==> src/rtl/vls_dec_pkg.sv <==
package vls_dec_pkg;

  typedef enum logic [2:0] {
    OPC_UNIT      = 3'd0,
    OPC_STRIDED   = 3'd1,
    OPC_IDX_UNORD = 3'd2,
    OPC_IDX_ORD   = 3'd3,
    OPC_WHOLE     = 3'd4,
    OPC_MASK      = 3'd5,
    OPC_FOF       = 3'd6
  } op_class_e;

  localparam logic [2:0] EW_8     = 3'd0;
  localparam logic [2:0] EW_128   = 3'd4;
  localparam int         EMUL_TOP = 6;
  localparam int         REG_BUDGET_EIGHTHS = 64;

  localparam logic [4:0] UM_PLAIN = 5'b00000;
  localparam logic [4:0] UM_WHOLE = 5'b01000;
  localparam logic [4:0] UM_MASK  = 5'b01011;
  localparam logic [4:0] UM_FOF   = 5'b10000;

  // log2(LMUL*8) from the vtype multiplier encoding (100 handled elsewhere)
  function automatic logic [2:0] lmul_code(input logic [2:0] vlmul);
    return vlmul[2] ? (vlmul - 3'd5) : (vlmul + 3'd3);
  endfunction

endpackage

==> src/rtl/vls_width_dec.sv <==
module vls_width_dec (
  input  logic       mew,
  input  logic [2:0] width,
  output logic [2:0] eew,
  output logic       bad
);
  always_comb begin
    eew = 3'd0;
    bad = 1'b0;
    case ({mew, width})
      4'b0000: eew = 3'd0;
      4'b0101: eew = 3'd1;
      4'b0110: eew = 3'd2;
      4'b0111: eew = 3'd3;
      4'b1000: eew = 3'd4;
      default: bad = 1'b1;
    endcase
  end
endmodule

==> src/rtl/vls_emul_calc.sv <==
module vls_emul_calc
  import vls_dec_pkg::*;
(
  input  logic [2:0] eew,
  input  logic [2:0] vsew,
  input  logic [2:0] vlmul,
  input  logic [2:0] nf,
  output logic [2:0] lmul_c,
  output logic [2:0] emul,
  output logic [3:0] nfields,
  output logic       bad
);
  logic signed [4:0] sum;
  logic [7:0]        emul8;
  logic [11:0]       footprint;
  logic              vt_bad, rng_bad, fp_bad;

  always_comb begin
    lmul_c    = lmul_code(vlmul);
    nfields   = {1'b0, nf} + 4'd1;
    sum       = $signed({2'b00, eew}) + $signed({2'b00, lmul_c}) - $signed({2'b00, vsew});
    emul      = sum[2:0];
    emul8     = 8'd1 << emul;
    footprint = 12'(emul8) * 12'(nfields);
    vt_bad    = vsew[2] | (vlmul == 3'b100);
    rng_bad   = (sum < 0) || (sum > 5'(EMUL_TOP));
    fp_bad    = footprint > 12'(REG_BUDGET_EIGHTHS);
    bad       = vt_bad | rng_bad | fp_bad;
  end
endmodule

==> src/rtl/vls_class_dec.sv <==
module vls_class_dec
  import vls_dec_pkg::*;
#(
  parameter int VL_W     = 16,
  parameter int STRIDE_W = 8,
  parameter int VLENB    = 16
) (
  input  logic            is_store,
  input  logic [1:0]      mop,
  input  logic [4:0]      umop,
  input  logic [2:0]      eew,
  input  logic [2:0]      emul,
  input  logic [3:0]      nfields,
  input  logic [2:0]      lmul_c,
  input  logic [2:0]      vsew,
  input  logic [VL_W-1:0] vl,
  output logic [2:0]      cls,
  output logic [2:0]      o_eew,
  output logic [2:0]      o_emul,
  output logic [VL_W-1:0] evl,
  output logic [STRIDE_W-1:0] stride,
  output logic [2:0]      idx_eew,
  output logic [2:0]      idx_emul,
  output logic            bad
);
  logic           pow2;
  logic [31:0]    whole_len;
  logic [VL_W:0]  mask_len;

  always_comb begin
    pow2      = (nfields & (nfields - 4'd1)) == 4'd0;
    whole_len = (32'(nfields) * 32'(VLENB)) >> eew;
    mask_len  = ({1'b0, vl} + (VL_W+1)'(7)) >> 3;

    cls      = OPC_UNIT;
    o_eew    = eew;
    o_emul   = emul;
    evl      = vl;
    stride   = '0;
    idx_eew  = eew;
    idx_emul = emul;
    bad      = 1'b0;

    unique case (mop)
      2'b00: begin
        unique case (umop)
          UM_PLAIN: begin
            cls    = OPC_UNIT;
            stride = STRIDE_W'(32'(nfields) << eew);
          end
          UM_WHOLE: begin
            cls = OPC_WHOLE;
            evl = VL_W'(whole_len);
            if (!pow2 || (is_store && eew != EW_8)) bad = 1'b1;
          end
          UM_MASK: begin
            cls = OPC_MASK;
            evl = VL_W'(mask_len);
            if (eew != EW_8) bad = 1'b1;
          end
          UM_FOF: begin
            cls = OPC_FOF;
            if (is_store) bad = 1'b1;
          end
          default: bad = 1'b1;
        endcase
      end
      2'b10: cls = OPC_STRIDED;
      default: begin
        cls    = mop[1] ? OPC_IDX_ORD : OPC_IDX_UNORD;
        o_eew  = vsew;
        o_emul = lmul_c;
        if (eew == EW_128) bad = 1'b1;
      end
    endcase
  end
endmodule

==> src/rtl/vls_decoder.sv <==
module vls_decoder
  import vls_dec_pkg::*;
#(
  parameter int VLEN    = 128,
  parameter int VL_W    = 16,
  parameter bit REG_OUT = 1'b1
) (
  input  logic            clk,
  input  logic            rst_n,
  input  logic            in_valid,
  output logic            in_ready,
  input  logic            in_is_store,
  input  logic            in_mew,
  input  logic [2:0]      in_width,
  input  logic [1:0]      in_mop,
  input  logic [4:0]      in_umop,
  input  logic [2:0]      in_nf,
  input  logic [2:0]      in_vsew,
  input  logic [2:0]      in_vlmul,
  input  logic [VL_W-1:0] in_vl,
  output logic            out_valid,
  input  logic            out_ready,
  output logic [2:0]      out_class,
  output logic [2:0]      out_eew,
  output logic [2:0]      out_emul,
  output logic [3:0]      out_nfields,
  output logic [VL_W-1:0] out_evl,
  output logic [$clog2(VLEN+1)-1:0] out_stride,
  output logic [2:0]      out_idx_eew,
  output logic [2:0]      out_idx_emul,
  output logic            out_illegal
);
  localparam int VLENB    = VLEN / 8;
  localparam int STRIDE_W = $clog2(VLEN + 1);

  logic [2:0] w_eew, c_lmul, c_emul;
  logic [3:0] c_nf;
  logic       w_bad, e_bad, k_bad;
  logic [2:0] k_cls, k_eew, k_emul, k_ieew, k_iemul;
  logic [VL_W-1:0]     k_evl;
  logic [STRIDE_W-1:0] k_stride;

  vls_width_dec u_width (
    .mew(in_mew), .width(in_width), .eew(w_eew), .bad(w_bad)
  );

  vls_emul_calc u_emul (
    .eew(w_eew), .vsew(in_vsew), .vlmul(in_vlmul), .nf(in_nf),
    .lmul_c(c_lmul), .emul(c_emul), .nfields(c_nf), .bad(e_bad)
  );

  vls_class_dec #(.VL_W(VL_W), .STRIDE_W(STRIDE_W), .VLENB(VLENB)) u_class (
    .is_store(in_is_store), .mop(in_mop), .umop(in_umop), .eew(w_eew),
    .emul(c_emul), .nfields(c_nf), .lmul_c(c_lmul), .vsew(in_vsew), .vl(in_vl),
    .cls(k_cls), .o_eew(k_eew), .o_emul(k_emul), .evl(k_evl), .stride(k_stride),
    .idx_eew(k_ieew), .idx_emul(k_iemul), .bad(k_bad)
  );

  logic dec_bad;
  assign dec_bad = w_bad | e_bad | k_bad;

  generate
    if (REG_OUT) begin : g_reg
      logic take;
      assign in_ready = !out_valid || out_ready;
      assign take     = in_valid && in_ready;

      always_ff @(posedge clk or negedge rst_n) begin
        if (!rst_n)         out_valid <= 1'b0;
        else if (take)      out_valid <= 1'b1;
        else if (out_ready) out_valid <= 1'b0;
      end

      always_ff @(posedge clk) begin
        if (take) begin
          out_class    <= k_cls;
          out_eew      <= k_eew;
          out_emul     <= k_emul;
          out_nfields  <= c_nf;
          out_evl      <= k_evl;
          out_stride   <= k_stride;
          out_idx_eew  <= k_ieew;
          out_idx_emul <= k_iemul;
          out_illegal  <= dec_bad;
        end
      end

      // a stalled result must not move
      a_r12_hold: assert property (@(posedge clk) disable iff (!rst_n)
        out_valid && !out_ready |=> out_valid && $stable(out_class) &&
          $stable(out_evl) && $stable(out_illegal) && $stable(out_nfields));
    end else begin : g_comb
      assign in_ready     = out_ready;
      assign out_valid    = in_valid;
      assign out_class    = k_cls;
      assign out_eew      = k_eew;
      assign out_emul     = k_emul;
      assign out_nfields  = c_nf;
      assign out_evl      = k_evl;
      assign out_stride   = k_stride;
      assign out_idx_eew  = k_ieew;
      assign out_idx_emul = k_iemul;
      assign out_illegal  = dec_bad;
    end
  endgenerate

  a_r3_emul_range: assert property (@(posedge clk) disable iff (!rst_n)
    out_valid && !out_illegal |-> out_emul <= 3'd6 && out_idx_emul <= 3'd6);

  a_r4_footprint: assert property (@(posedge clk) disable iff (!rst_n)
    out_valid && !out_illegal |->
      (12'(8'd1 << out_idx_emul) * 12'(out_nfields)) <= 12'd64);

  a_r9_whole_pow2: assert property (@(posedge clk) disable iff (!rst_n)
    out_valid && !out_illegal && out_class == OPC_WHOLE |-> $countones(out_nfields) == 1);

  a_r10_mask_byte: assert property (@(posedge clk) disable iff (!rst_n)
    out_valid && !out_illegal && out_class == OPC_MASK |-> out_eew == EW_8);

  a_r11_no_wide_index: assert property (@(posedge clk) disable iff (!rst_n)
    out_valid && !out_illegal && (out_class == OPC_IDX_ORD || out_class == OPC_IDX_UNORD)
      |-> out_idx_eew != EW_128);

  a_r13_reset_idle: assert property (@(posedge clk)
    !rst_n |=> !out_valid || $past(rst_n));

endmodule

==> config.mk <==
export PLATFORM = sky130hd
export DESIGN_NAME = vls_decoder
export DESIGN_NICKNAME = d
export VERILOG_FILES = /design/src/rtl/vls_dec_pkg.sv /design/src/rtl/vls_width_dec.sv /design/src/rtl/vls_emul_calc.sv /design/src/rtl/vls_class_dec.sv /design/src/rtl/vls_decoder.sv
export SDC_FILE = /design/constraint.sdc
export NUM_CORES = 1
export LEC_CHECK = 0
export ABC_AREA = 1
export BUFFER_PORTS_ARGS = -buffer_cell sky130_fd_sc_hd__buf_2
export CELL_PAD_IN_SITES_DETAIL_PLACEMENT = 1
export CELL_PAD_IN_SITES_GLOBAL_PLACEMENT = 2
export CORE_MARGIN = 8
export CORE_UTILIZATION = 33
export DETAILED_ROUTE_END_ITERATION = 10
export GPL_TIMING_DRIVEN = 0
export PLACE_DENSITY = 0.85
export SLEW_MARGIN = 10
export SYNTH_ARGS = -nofsm -noshare
export SYNTH_HDL_FRONTEND = slang
export SYNTH_SLANG_ARGS = --single-unit
export TNS_END_PERCENT = 100
==> constraint.sdc <==
create_clock -name clk -period 6.74 [get_ports clk]
set_input_delay 0.337 -clock clk [delete_from_list [all_inputs] [get_ports clk]]
set_output_delay 0.337 -clock clk [all_outputs]
set_load 0.1 [all_outputs]
==> flow_summary_export.csv, run 1 <==
group,metric,value,unit
status,result_of_the_run,"completed",
clock_network,ctsRootBufferMaster,"sky130_fd_sc_hd__clkbuf_16",
logic_synthesis,synthMuxAreaShare,0.258,%
sta,report.final.slew_viol_count,0,
worst_setup_path,cp_max_fo,10,
final_layout,post_route_cells_drive_above_1_share,20.5,%
worst_setup_path,worst_ep_required_time,6.80,ns
sta,final-setup-viol-count,0,
power,power,1.00,mW
detailed_routing,average_wire_per_cell_in_the_routed_design,15.9,um
sta,layout_worst_path_cycle_share,78.4,%
floorplan,floorplan.io_pins,87,
floorplan,initial_utilization,33.8,%
clock_network,clock_tree_from_tritoncts,"built",
clock_network,tritoncts_num_sinks,45,
clock_network,cts_buffers,5,
clock_network,cts_max_path_buffers,2,
logic_synthesis,synth_top_area_cell,"sky130_fd_sc_hd__edfxtp_1",
place,gp_routability_congestion,0.820,
sta,fin_tns_setup,0,ns
logic_synthesis,synth_top_cells_by_count,"sky130_fd_sc_hd__nand2_1, sky130_fd_sc_hd__inv_1, sky130_fd_sc_hd__nor2_1, sky130_fd_sc_hd__edfxtp_1, sky130_fd_sc_hd__nand3_1",
logic_synthesis,asyncSetResetFlopFracSynth,2.22,%
logic_synthesis,post_synth_inst_count,514,
logic_synthesis,yosys.area_share.simple,31.0,%
logic_synthesis,synth.top_cell.area_share,34.1,%
worst_setup_path,regToRegSetupSlack,5.16,ns
sta,worst_clock_skew,0.00518,ns
detailed_routing,via_count,3688,
final_layout,layout-area-overhead-vs-synth,20.7,%
detailed_routing,route.detailed.drc,0,
floorplan,die_h,124,um
logic_synthesis,netlist_area,3880,um^2
worst_setup_path,worst_setup_path_end_kind,"flop",
sta,max_freq,189,MHz
global_route,global_route_wire_length_before_repair,20300,um
logic_synthesis,synth-edff-count,44,
worst_setup_path,rr_startpoint,"out_valid$_DFFE_PN0P_",
worst_setup_path,setup.worst_path.end,"out_illegal$_DFFE_PP_",
global_route,globalRoute.totalOverflow,0,
detailed_routing,route.detailed.vias_per_inst,4.90,
final_layout,num-nets-final,689,
worst_setup_path,worstSetupPathType,"input port to flop",
logic_synthesis,synth_top_family_by_area,"simple AND/OR/NAND/NOR gates",
min_path,whs_path_depth,3,
global_route,grt_antenna_before_repair,0,
logic_synthesis,postSynth.topFlopCell,"sky130_fd_sc_hd__edfxtp_1",
sta,worst_slew_pin_slew,0.724,ns
clock_network,insertion_delay,0.30,ns
sta,finalCriticalPeriod,5.29,ns
floorplan,placementRows,39,
worst_setup_path,regToRegEndpoint,"out_stride[3]$_SDFFCE_PP0P_",
power,pwr_density,214,nW/um^2
power,vdd.ir_drop.worst,0.000142,V
logic_synthesis,yosysMostFrequentCell,"sky130_fd_sc_hd__nand2_1",
clock_network,cts_hold_repair.buffers,1,
logic_synthesis,yosys_warnings,0,
floorplan,die_width,124,um
logic_synthesis,synth-compound-area-share,7.07,%
clock_network,number_of_gates_resized_after_cts,0,
worst_setup_path,worst_ep_arrival,5.34,ns
detailed_routing,drt_pass_1_iters,4,
logic_synthesis,number_of_library_cell_types_mapped_by_synthesis,36,
logic_synthesis,avgSynthCellArea,7.54,um^2
final_layout,antenna_cells_inserted,0,
global_route,vias_in_the_first_global_route,4020,
logic_synthesis,post_synthesis_share_of_cell_area_spent_on_xor_and_xnor_gates,1.77,%
worst_setup_path,worst-r2r-cell-count,2,
logic_synthesis,synthesis.nets,594,
global_route,grt_overall_usage,15.7,%
logic_synthesis,share_of_the_yosys_chip_area_belonging_to_registers,34.7,%
sta,rsz_0062_raised_after_global_routing,"no",
place,placement.io_buffers,86,
global_route,grt_max_degree,29,
detailed_routing,drt_iter0_markers,148,
detailed_routing,drt_wl_total,12000,um
worst_setup_path,startpoint_type_of_the_worst_setup_path,"input port",
min_path,timing.hold.worst.class,"input port to flop",
logic_synthesis,synth_adder_area_share,15.5,%
logic_synthesis,ffs_latches_synth,45,
worst_setup_path,startpoint,"in_width[2]",
clock_network,cts_setup_buffers,0,
sta,timing.max_slew.rel_slack,51.4,%
clock_network,clk_pin_slew,0.07,ns
logic_synthesis,synth.area.top_cells,"sky130_fd_sc_hd__edfxtp_1, sky130_fd_sc_hd__nand2_1, sky130_fd_sc_hd__inv_1",
clock_network,cts.htree.levels,2,
power,leakage,2.35,nW
floorplan,core_area,11500,um^2
floorplan,die_area,15500,um^2
sta,final-hold-violation-count,0,
final_layout,fillers,1481,
place,dpl.hpwl,10200,um
detailed_routing,ant_nets,0,
flow_run,drv.max_cap_violation_count,0,
-- worst min-delay path by stage --
stage | start | to | slack, ns
5_1_grt | in_valid | out_valid$_DFFE_PN0P_ | 0.29
3_5_place_dp | rst_n | out_valid$_DFFE_PN0P_ | 0.12
2_1_floorplan | rst_n | out_valid$_DFFE_PN0P_ | 0.04
6_report | in_valid | out_valid$_DFFE_PN0P_ | 0.28
3_3_place_gp | rst_n | out_valid$_DFFE_PN0P_ | 0.11
4_1_cts | in_valid | out_valid$_DFFE_PN0P_ | 0.27
-- critical path: stages --
cell and delay (ns):
sky130_fd_sc_hd__buf_2 0.12, sky130_fd_sc_hd__inv_2 0.06, sky130_fd_sc_hd__nor2_4 0.11, sky130_fd_sc_hd__nand2_1 0.08, sky130_fd_sc_hd__buf_4 0.19, sky130_fd_sc_hd__fa_1 0.52, sky130_fd_sc_hd__fa_1 0.51, sky130_fd_sc_hd__inv_1 0.09
sky130_fd_sc_hd__nand2_1 0.07, sky130_fd_sc_hd__nand2_1 0.18, sky130_fd_sc_hd__inv_1 0.14, sky130_fd_sc_hd__nor3_1 0.24, sky130_fd_sc_hd__nand2_1 0.12, sky130_fd_sc_hd__fa_1 0.52, sky130_fd_sc_hd__inv_1 0.06, sky130_fd_sc_hd__fa_1 0.58
sky130_fd_sc_hd__inv_1 0.07, sky130_fd_sc_hd__fa_1 0.46, sky130_fd_sc_hd__nand3b_1 0.18, sky130_fd_sc_hd__nand2_1 0.14, sky130_fd_sc_hd__nand2_1 0.09, sky130_fd_sc_hd__nand2_1 0.06, sky130_fd_sc_hd__nand2_1 0.05, sky130_fd_sc_hd__nand2_1 0.06
sky130_fd_sc_hd__nand3_1 0.07, sky130_fd_sc_hd__nor2_1 0.13, sky130_fd_sc_hd__nand2_1 0.07
-- logic make-up after synthesis --
logic type	count (synthesis)
simple gates	278
flops	45
mux	1
buf+inv	95
compound gates	49
fa+ha+maj	39
xor+xnor	7
-- per-layer routing --
layer,vias up,global-route usage [%],share of wire (%)
met1,1770,18.3,43
met3,15,2.21,3.2
met4,0,5.39,2.1
li1,1841,-,-
met5,-,0,0
met2,62,28.7,52
-- layout by cell type, fill, tap and decap left out, drive strengths merged, types with 2 or more instances in the layout --
master	instances
nand2	146
a21oi	13
clkinv	4
nor2	70
fa	15
o22ai	2
nand3b	5
clkbuf	8
o21ai	28
nor3	9
buf	91
xor2	4
inv	87
nand3	43
o211ai	3
ha	24
edfxtp	44
xnor2	3
nand4	5
-- stage by stage --
step | utilization, % | cell area (um^2) | worst slack [ns] | std cells | hold WS, ns
6_report | 40.8 | 4680 | 1.45 | 753 | 0.278
5_1_grt | 40.8 | 4680 | 1.09 | 753 | 0.285
4_1_cts | 40.8 | 4680 | 1.43 | 753 | 0.268
3_5_place_dp | 39.4 | 4520 | 1.17 | 744 | 0.119
3_3_place_gp | 39.1 | 4490 | 1.31 | 743 | 0.112
2_1_floorplan | - | 3880 | 1.95 | 514 | 0.0414
-- report_power, final --
part	total (mW)	leakage, nW	internal [mW]	switching, mW
registers	0.333	0.435	0.329	0.00445
clock network	0.260	0.0768	0.148	0.112
logic	0.411	1.83	0.103	0.308
total	1.00	2.35	0.580	0.424
-- cell type report --
type,instances,area (um^2),area share (%)
Multi-Input combinational cell,374,2170,46.3
Sequential cell,45,1350,28.8
Timing Repair Buffer,88,460,9.84
Inverter,89,337,7.19
Tap cell,143,179,3.82
Clock buffer,6,139,2.97
Buffer,6,38.8,0.829
Clock inverter,2,13.8,0.294
-- registers in the layout, indices dropped and copies added (netlist names) --
| signal | cells |
|---|---|
| out_evl | 16 |
| out_nfields | 4 |
| out_eew | 3 |
| out_idx_eew | 3 |
| out_class | 3 |
| out_emul | 3 |
| out_stride | 8 |
| out_illegal | 1 |
| out_idx_emul | 3 |
| out_valid | 1 |
Note: power is estimated with default switching activity, not from simulation.
==> inputs of run 2 (changes only) <==
Settings changed: ABC_AREA 1 to 0, CORE_UTILIZATION 33 to 30, PLACE_DENSITY 0.85 to 0.77.
Clock period 6.74 ns to 4.8 ns, I/O delays scaled along.
==> run 2 against run 1 <==
Against the previous run:
- worst setup slack worse by 1.5 ns
- power up 65%
- largest cell class unchanged
- die area up 5.9%
- via count down 9.6%
- clock power up 49%
- critical path type unchanged
- the flow now finishes with violations (negative setup slack)
- sequential power up 41%
==> flow_summary_export.csv, run 2 <==
group,metric,value,unit
worst_setup_path,worst_setup_path_end_kind,"flop",
status,result_of_the_run,"finished with violations",
place,post_dp_cell_area,4540,um^2
clock_network,cts_max_path_buffers,2,
worst_setup_path,worst-r2r-cell-count,3,
sta,final_critical_path_setup_slack,-0.0620,ns
logic_synthesis,netlist_area,3760,um^2
global_route,met1_layer_usage_reported_by_global_route,15.7,%
final_layout,num-nets-final,593,
logic_synthesis,asyncSetResetFlopFracSynth,2.22,%
logic_synthesis,share_of_the_yosys_chip_area_belonging_to_registers,35.8,%
detailed_routing,route.detailed.drc,0,
final_layout,post_route_cells_drive_above_1_share,33.3,%
power,leakage,2.13,nW
sta,worst_clock_skew,0.00366,ns
clock_network,ctsRootBufferMaster,"sky130_fd_sc_hd__clkbuf_16",
logic_synthesis,synthesis.nets,483,
floorplan,core_area,12400,um^2
detailed_routing,drt_wl_total,11500,um
flow_run,drv.max_cap_violation_count,0,
final_layout,reg_top3,"out_evl (16), out_stride (8), out_nfields (4)",
power,power,1.66,mW
logic_synthesis,postSynth.topFlopCell,"sky130_fd_sc_hd__edfxtp_1",
floorplan,initial_utilization,30.3,%
worst_setup_path,startpoint_type_of_the_worst_setup_path,"input port",
detailed_routing,drt_pass_1_iters,4,
worst_setup_path,cp_max_fo,6,
worst_setup_path,worst_ep_required_time,4.80,ns
logic_synthesis,synth_top_cells_by_count,"sky130_fd_sc_hd__nor2_1, sky130_fd_sc_hd__edfxtp_1, sky130_fd_sc_hd__inv_1, sky130_fd_sc_hd__nand2_1, sky130_fd_sc_hd__o21ai_0",
sta,rsz_0062_raised_after_global_routing,"yes",
final_layout,max_flop_register,"out_evl",
clock_network,cts_buffers,5,
final_layout,mostFrequentLayoutCells,"sky130_fd_sc_hd__buf_2, sky130_fd_sc_hd__nor2_1, sky130_fd_sc_hd__edfxtp_1, sky130_fd_sc_hd__inv_1, sky130_fd_sc_hd__nand2_1",
min_path,whs_path_depth,2,
clock_network,insertion_delay,0.28,ns
detailed_routing,via_count,3333,
power,pwr_density,329,nW/um^2
detailed_routing,route.detailed.vias_per_inst,4.86,
min_path,timing.hold.worst.class,"input port to flop",
detailed_routing,drt_iter0_markers,167,
final_layout,antenna_cells_inserted,0,
logic_synthesis,yosysMostFrequentCell,"sky130_fd_sc_hd__nor2_1",
sta,worst_slew_pin_slew,0.604,ns
worst_setup_path,worst_ep_arrival,4.87,ns
global_route,grtUsageMet2,27.4,%
status,violated_checks,"negative setup slack",
place,gp_routability_congestion,0.809,
final_layout,layout-area-overhead-vs-synth,33.9,%
sta,final-setup-viol-count,1,
global_route,globalRoute.totalOverflow,0,
final_layout,largest_register_ff_count,16,
global_route,vias_in_the_first_global_route,3686,
floorplan,die_width,128,um
logic_synthesis,synth-edff-count,44,
logic_synthesis,avgSynthCellArea,9.34,um^2
detailed_routing,ant_nets,0,
logic_synthesis,synth_top_area_cell,"sky130_fd_sc_hd__edfxtp_1",
sta,fin_tns_setup,-0.0620,ns
sta,finalCriticalPeriod,4.86,ns
global_route,grt_antenna_before_repair,0,
power,vdd.ir_drop.worst,0.000139,V
logic_synthesis,number_of_library_cell_types_mapped_by_synthesis,59,
logic_synthesis,yosys_warnings,0,
logic_synthesis,synth.area.top_cells,"sky130_fd_sc_hd__edfxtp_1, sky130_fd_sc_hd__fa_1, sky130_fd_sc_hd__ha_1",
floorplan,placementRows,41,
final_layout,final_area,5040,um^2
detailed_routing,average_wire_per_cell_in_the_routed_design,16.8,um
floorplan,floorplan.io_pins,87,
sta,max_freq,206,MHz
place,post-place-ws,-0.748,ns
global_route,global_route_wire_length_before_repair,18600,um
logic_synthesis,post_synth_inst_count,403,
place,placement.io_buffers,85,
global_route,grt.busiest_layer,"met2",
sta,layout_worst_path_cycle_share,101,%
clock_network,clock_tree_from_tritoncts,"built",
final_layout,mostFrequentLayoutCell,"sky130_fd_sc_hd__buf_2",
logic_synthesis,ffs_latches_synth,45,
sta,timing.max_slew.rel_slack,59.7,%
sta,timing.hold.ws,0.154,ns
global_route,grt_max_degree,30,
clock_network,cts.htree.levels,2,
floorplan,die_area,16400,um^2
clock_network,tritoncts_num_sinks,45,
floorplan,die_h,128,um
worst_setup_path,worstSetupPathType,"input port to flop",
global_route,grt_util_met3,2.20,%
clock_network,clk_pin_slew,0.06,ns
place,dpl.hpwl,9410,um
logic_synthesis,synth.top_cell.area_share,35.1,%
global_route,grt_overall_usage,14.1,%
sta,report.final.slew_viol_count,0,
sta,final-hold-violation-count,0,
[run 2: final timing paths]
path	slack, ns	from	to
worst max-delay path	-0.06	in_width[2]	out_illegal$_DFFE_PP_
worst min-delay path	0.15	in_valid	out_valid$_DFFE_PN0P_
worst max register to register	3.34	out_valid$_DFFE_PN0P_	out_stride[0]$_SDFFCE_PP0P_
worst min register to register	0.53	out_valid$_DFFE_PN0P_	out_valid$_DFFE_PN0P_
max in group asynchronous	4.47	rst_n	out_valid$_DFFE_PN0P_
min in group asynchronous	0.25	rst_n	out_valid$_DFFE_PN0P_
[run 2: final cells by class]
type                    instances  area [um^2]
plain buffers                  10         62.6
clock buffers                   6          129
clock inverters                 2         35.0
fillers                      1476         7380
inverters                      42          158
multi-input cells             303         2450
flip-flops and latches         45         1350
well taps                     172          215
repair buffers                106          647
[run 2: layer usage]
| metal | wire length, um | part of all wire [%] |
|---|---|---|
| met3 | 422 | 3.7 |
| met1 | 4760 | 41 |
| met2 | 6280 | 54 |
| met4 | 73 | 0.63 |
| met5 | 0 | 0 |
[run 2: worst max-delay path: stages]
cell	delay [ns]
sky130_fd_sc_hd__buf_12	0.11
sky130_fd_sc_hd__or4b_4	0.56
sky130_fd_sc_hd__fa_1	0.54
sky130_fd_sc_hd__inv_2	0.07
sky130_fd_sc_hd__ha_4	0.30
sky130_fd_sc_hd__xor2_4	0.23
sky130_fd_sc_hd__buf_6	0.14
sky130_fd_sc_hd__nand3_4	0.06
sky130_fd_sc_hd__fa_1	0.57
sky130_fd_sc_hd__inv_2	0.04
sky130_fd_sc_hd__fa_1	0.57
sky130_fd_sc_hd__inv_2	0.05
sky130_fd_sc_hd__fa_2	0.37
sky130_fd_sc_hd__xnor2_2	0.15
sky130_fd_sc_hd__nor3_2	0.13
sky130_fd_sc_hd__o211ai_1	0.15
sky130_fd_sc_hd__o21ai_1	0.22
sky130_fd_sc_hd__and4_4	0.23
sky130_fd_sc_hd__nand4_1	0.14
[run 2: cells by family after synthesis]
group                    synth area share (%)
AND/OR/NAND/NOR                          20.7
AO/OA/AOI/OAI                            14.9
buffers and inverters                    6.18
flip-flops                               35.8
adder cells (fa/ha/maj)                  16.0
XOR/XNOR                                 4.85
multiplexers                             1.63
[run 2: timing repair]
item / CTS / global route
setup endpoints to repair: 1 / 1
buffers inserted: 8 / 11
pin swaps: 13 / 22
gates resized for setup: 16 / 29
hold buffers: 1 / 0
hold endpoints to repair: 1 / 0
[run 2: report_power, final]
group	internal [mW]	total (mW)	switching, mW
combinational	0.286	0.803	0.518
sequential	0.463	0.469	0.00571
clock	0.245	0.388	0.143
total	0.994	1.66	0.666
[run 2: through the flow]
| step | std cells | utilization, % |
|---|---|---|
| final | 686 | 40.6 |
| after global routing | 686 | 40.6 |
| after CTS | 677 | 38.9 |
| after detailed placement | 661 | 36.6 |
| after global placement | 660 | 36.4 |
| after floorplan | 403 | - |
==> inputs of run 3 (changes only) <==
Settings changed: CORE_UTILIZATION 30 to 31, CTS_BUF_LIST set to sky130_fd_sc_hd__clkbuf_4 sky130_fd_sc_hd__clkbuf_8, PLACE_DENSITY 0.77 to 0.79.
==> run 3 against run 2 <==
Against the previous run:
- the run still ends with negative setup slack left
- maximum frequency hardly changed
- worst hold slack worse by 0.0039 ns
- final cell count is 4.2% lower
- sequential power hardly changed
- power is 11% lower
- core utilization is 0.19 points lower
- global-route usage is 0.55 points higher
- critical path depth is 1 lower
- cell area is 4.5% lower
- non-clock buffer count is 4 lower
- clock skew is 0.0058 ns higher
- highest routed layer unchanged
==> flow_summary_export.csv, run 3 (synthesized netlist as in run 2, its figures left out) <==
group,metric,value,unit
status,result_of_the_run,"finished with violations",
status,violated_checks,"negative setup slack",
global_route,grt_overall_usage,14.6,%
detailed_routing,route.detailed.drc,0,
sta,finalCriticalPeriod,4.86,ns
worst_setup_path,worst_ep_arrival,4.90,ns
place,place.detailed.instances,636,
detailed_routing,drt_pass_1_iters,4,
detailed_routing,route.detailed.vias_per_inst,5.12,
clock_network,cts.htree.levels,2,
sta,max_freq,206,MHz
floorplan,die_h,126,um
power,leakage,2.05,nW
global_route,grt_antenna_before_repair,0,
final_layout,finish.cell_count_without_fillers,657,
clock_network,tritoncts_num_sinks,45,
final_layout,num-nets-final,589,
place,gp_routability_congestion,0.836,
detailed_routing,drt_iter0_markers,159,
floorplan,floorplan.io_pins,87,
global_route,grt_max_degree,29,
clock_network,cts_buffers,5,
clock_network,ctsRootBufferMaster,"sky130_fd_sc_hd__clkbuf_8",
sta,timing.max_slew.rel_slack,60.7,%
clock_network,clock_tree_from_tritoncts,"built",
floorplan,die_width,126,um
final_layout,antenna_cells_inserted,0,
clock_network,insertion_delay,0.30,ns
detailed_routing,average_wire_per_cell_in_the_routed_design,17.7,um
sta,report.final.slew_viol_count,0,
sta,timing.hold.ws,0.150,ns
final_layout,post_route_cells_drive_above_1_share,32.0,%
detailed_routing,ant_nets,0,
floorplan,initial_utilization,31.6,%
final_layout,register_area,1350,um^2
final_layout,mostFrequentLayoutCell,"sky130_fd_sc_hd__buf_2",
floorplan,core_area,11900,um^2
place,placement.io_buffers,85,
sta,worst_slew_pin_slew,0.589,ns
place,dpl.hpwl,9330,um
worst_setup_path,worst_setup_path_end_kind,"flop",
clock_network,clk_pin_slew,0.09,ns
floorplan,placementRows,40,
final_layout,reg_top3,"out_evl (16), out_stride (8), out_nfields (4)",
sta,fin_tns_setup,-0.0611,ns
detailed_routing,drt_wl_total,11600,um
worst_setup_path,worst_ep_required_time,4.84,ns
flow_run,drv.max_cap_violation_count,0,
power,pwr_density,307,nW/um^2
sta,final-setup-viol-count,1,
final_layout,largest_register_ff_count,16,
global_route,globalRoute.totalOverflow,0,
global_route,global_route_wire_length_before_repair,19000,um
sta,worst_clock_skew,0.00948,ns
sta,layout_worst_path_cycle_share,101,%
final_layout,fillers,1403,
final_layout,layout-area-overhead-vs-synth,27.9,%
worst_setup_path,startpoint_type_of_the_worst_setup_path,"input port",
power,power,1.48,mW
sta,rsz_0062_raised_after_global_routing,"yes",
place,post_dp_cell_area,4510,um^2
floorplan,die_area,15900,um^2
worst_setup_path,worstSetupPathType,"input port to flop",
final_layout,mostFrequentLayoutCells,"sky130_fd_sc_hd__buf_2, sky130_fd_sc_hd__nor2_1, sky130_fd_sc_hd__edfxtp_1, sky130_fd_sc_hd__inv_1, sky130_fd_sc_hd__nand2_1",
power,vdd.ir_drop.worst,0.0000802,V
global_route,vias_in_the_first_global_route,3738,
sta,final_critical_path_setup_slack,-0.0611,ns
sta,final-hold-violation-count,0,
final_layout,final_area,4810,um^2
detailed_routing,via_count,3363,
final_layout,max_flop_register,"out_evl",
worst_setup_path,cp_max_fo,7,
min_path,timing.hold.worst.class,"input port to flop",
clock_network,cts_max_path_buffers,2,
final_layout,footprint_of_the_multi_input_gates,2390,um^2
-- run 3: area by class of cell --
| type | count | share of cell area (%) |
|---|---|---|
| Multi-Input combinational cell | 303 | 49.7 |
| Inverter | 42 | 3.28 |
| Timing Repair Buffer | 101 | 12.0 |
| Clock buffer | 7 | 1.74 |
| Sequential cell | 45 | 28.0 |
| Buffer | 11 | 1.30 |
| Clock inverter | 1 | 0.156 |
| Tap cell | 147 | 3.82 |
-- run 3: layer usage --
layer | routed length, um | GRT usage, %
met1 | 4940 | 16.3
met2 | 6100 | 27.4
met3 | 334 | 2.07
met4 | 257 | 5.38
met5 | 0 | 0
-- run 3: worst max-delay path: stages --
cell and delay, ns:
sky130_fd_sc_hd__buf_8 0.10, sky130_fd_sc_hd__or4b_4 0.57, sky130_fd_sc_hd__fa_1 0.57, sky130_fd_sc_hd__inv_2 0.07
sky130_fd_sc_hd__ha_4 0.30, sky130_fd_sc_hd__xor2_4 0.28, sky130_fd_sc_hd__nand3_2 0.13, sky130_fd_sc_hd__fa_1 0.58
sky130_fd_sc_hd__inv_2 0.05, sky130_fd_sc_hd__fa_1 0.56, sky130_fd_sc_hd__inv_2 0.06, sky130_fd_sc_hd__fa_2 0.38
sky130_fd_sc_hd__xnor2_2 0.15, sky130_fd_sc_hd__nor3_2 0.15, sky130_fd_sc_hd__o211ai_1 0.13, sky130_fd_sc_hd__o21ai_1 0.23
sky130_fd_sc_hd__and4_4 0.24, sky130_fd_sc_hd__nand4_1 0.10
-- run 3: final timing paths --
check / from / to / slack, ns / depth (start not counted)
min in group asynchronous: rst_n / out_valid$_DFFE_PN0P_ / 0.24 / 2
setup reg to reg: out_valid$_DFFE_PN0P_ / out_stride[2]$_SDFFCE_PP0P_ / 3.29 / 3
setup / recovery: in_width[0] / out_illegal$_DFFE_PP_ / -0.06 / 18
hold reg to reg: out_valid$_DFFE_PN0P_ / out_valid$_DFFE_PN0P_ / 0.54 / 2
max in group asynchronous: rst_n / out_valid$_DFFE_PN0P_ / 4.47 / 2
hold / removal: in_valid / out_valid$_DFFE_PN0P_ / 0.15 / 2
-- run 3: timing repair --
item	CTS	global route
endpoints found under the hold margin	1	0
resized for setup	8	25
hold buffers	1	0
setup endpoints to repair	1	1
pin swaps	10	23
buffers inserted	5	9
-- run 3: power by group --
| group | internal (mW) | switching, mW |
|---|---|---|
| logic | 0.258 | 0.504 |
| registers | 0.462 | 0.00626 |
| clock network | 0.115 | 0.131 |
-- run 3: through the flow --
| step | setup slack (ns) | utilization [%] |
|---|---|---|
| 3_5_place_dp | -0.793 | 37.9 |
| 5_1_grt | -0.262 | 40.4 |
| 3_3_place_gp | -0.709 | 37.7 |
| 2_1_floorplan | 0.00260 | - |
| 4_1_cts | -0.210 | 39.3 |
| 6_report | -0.0611 | 40.4 |
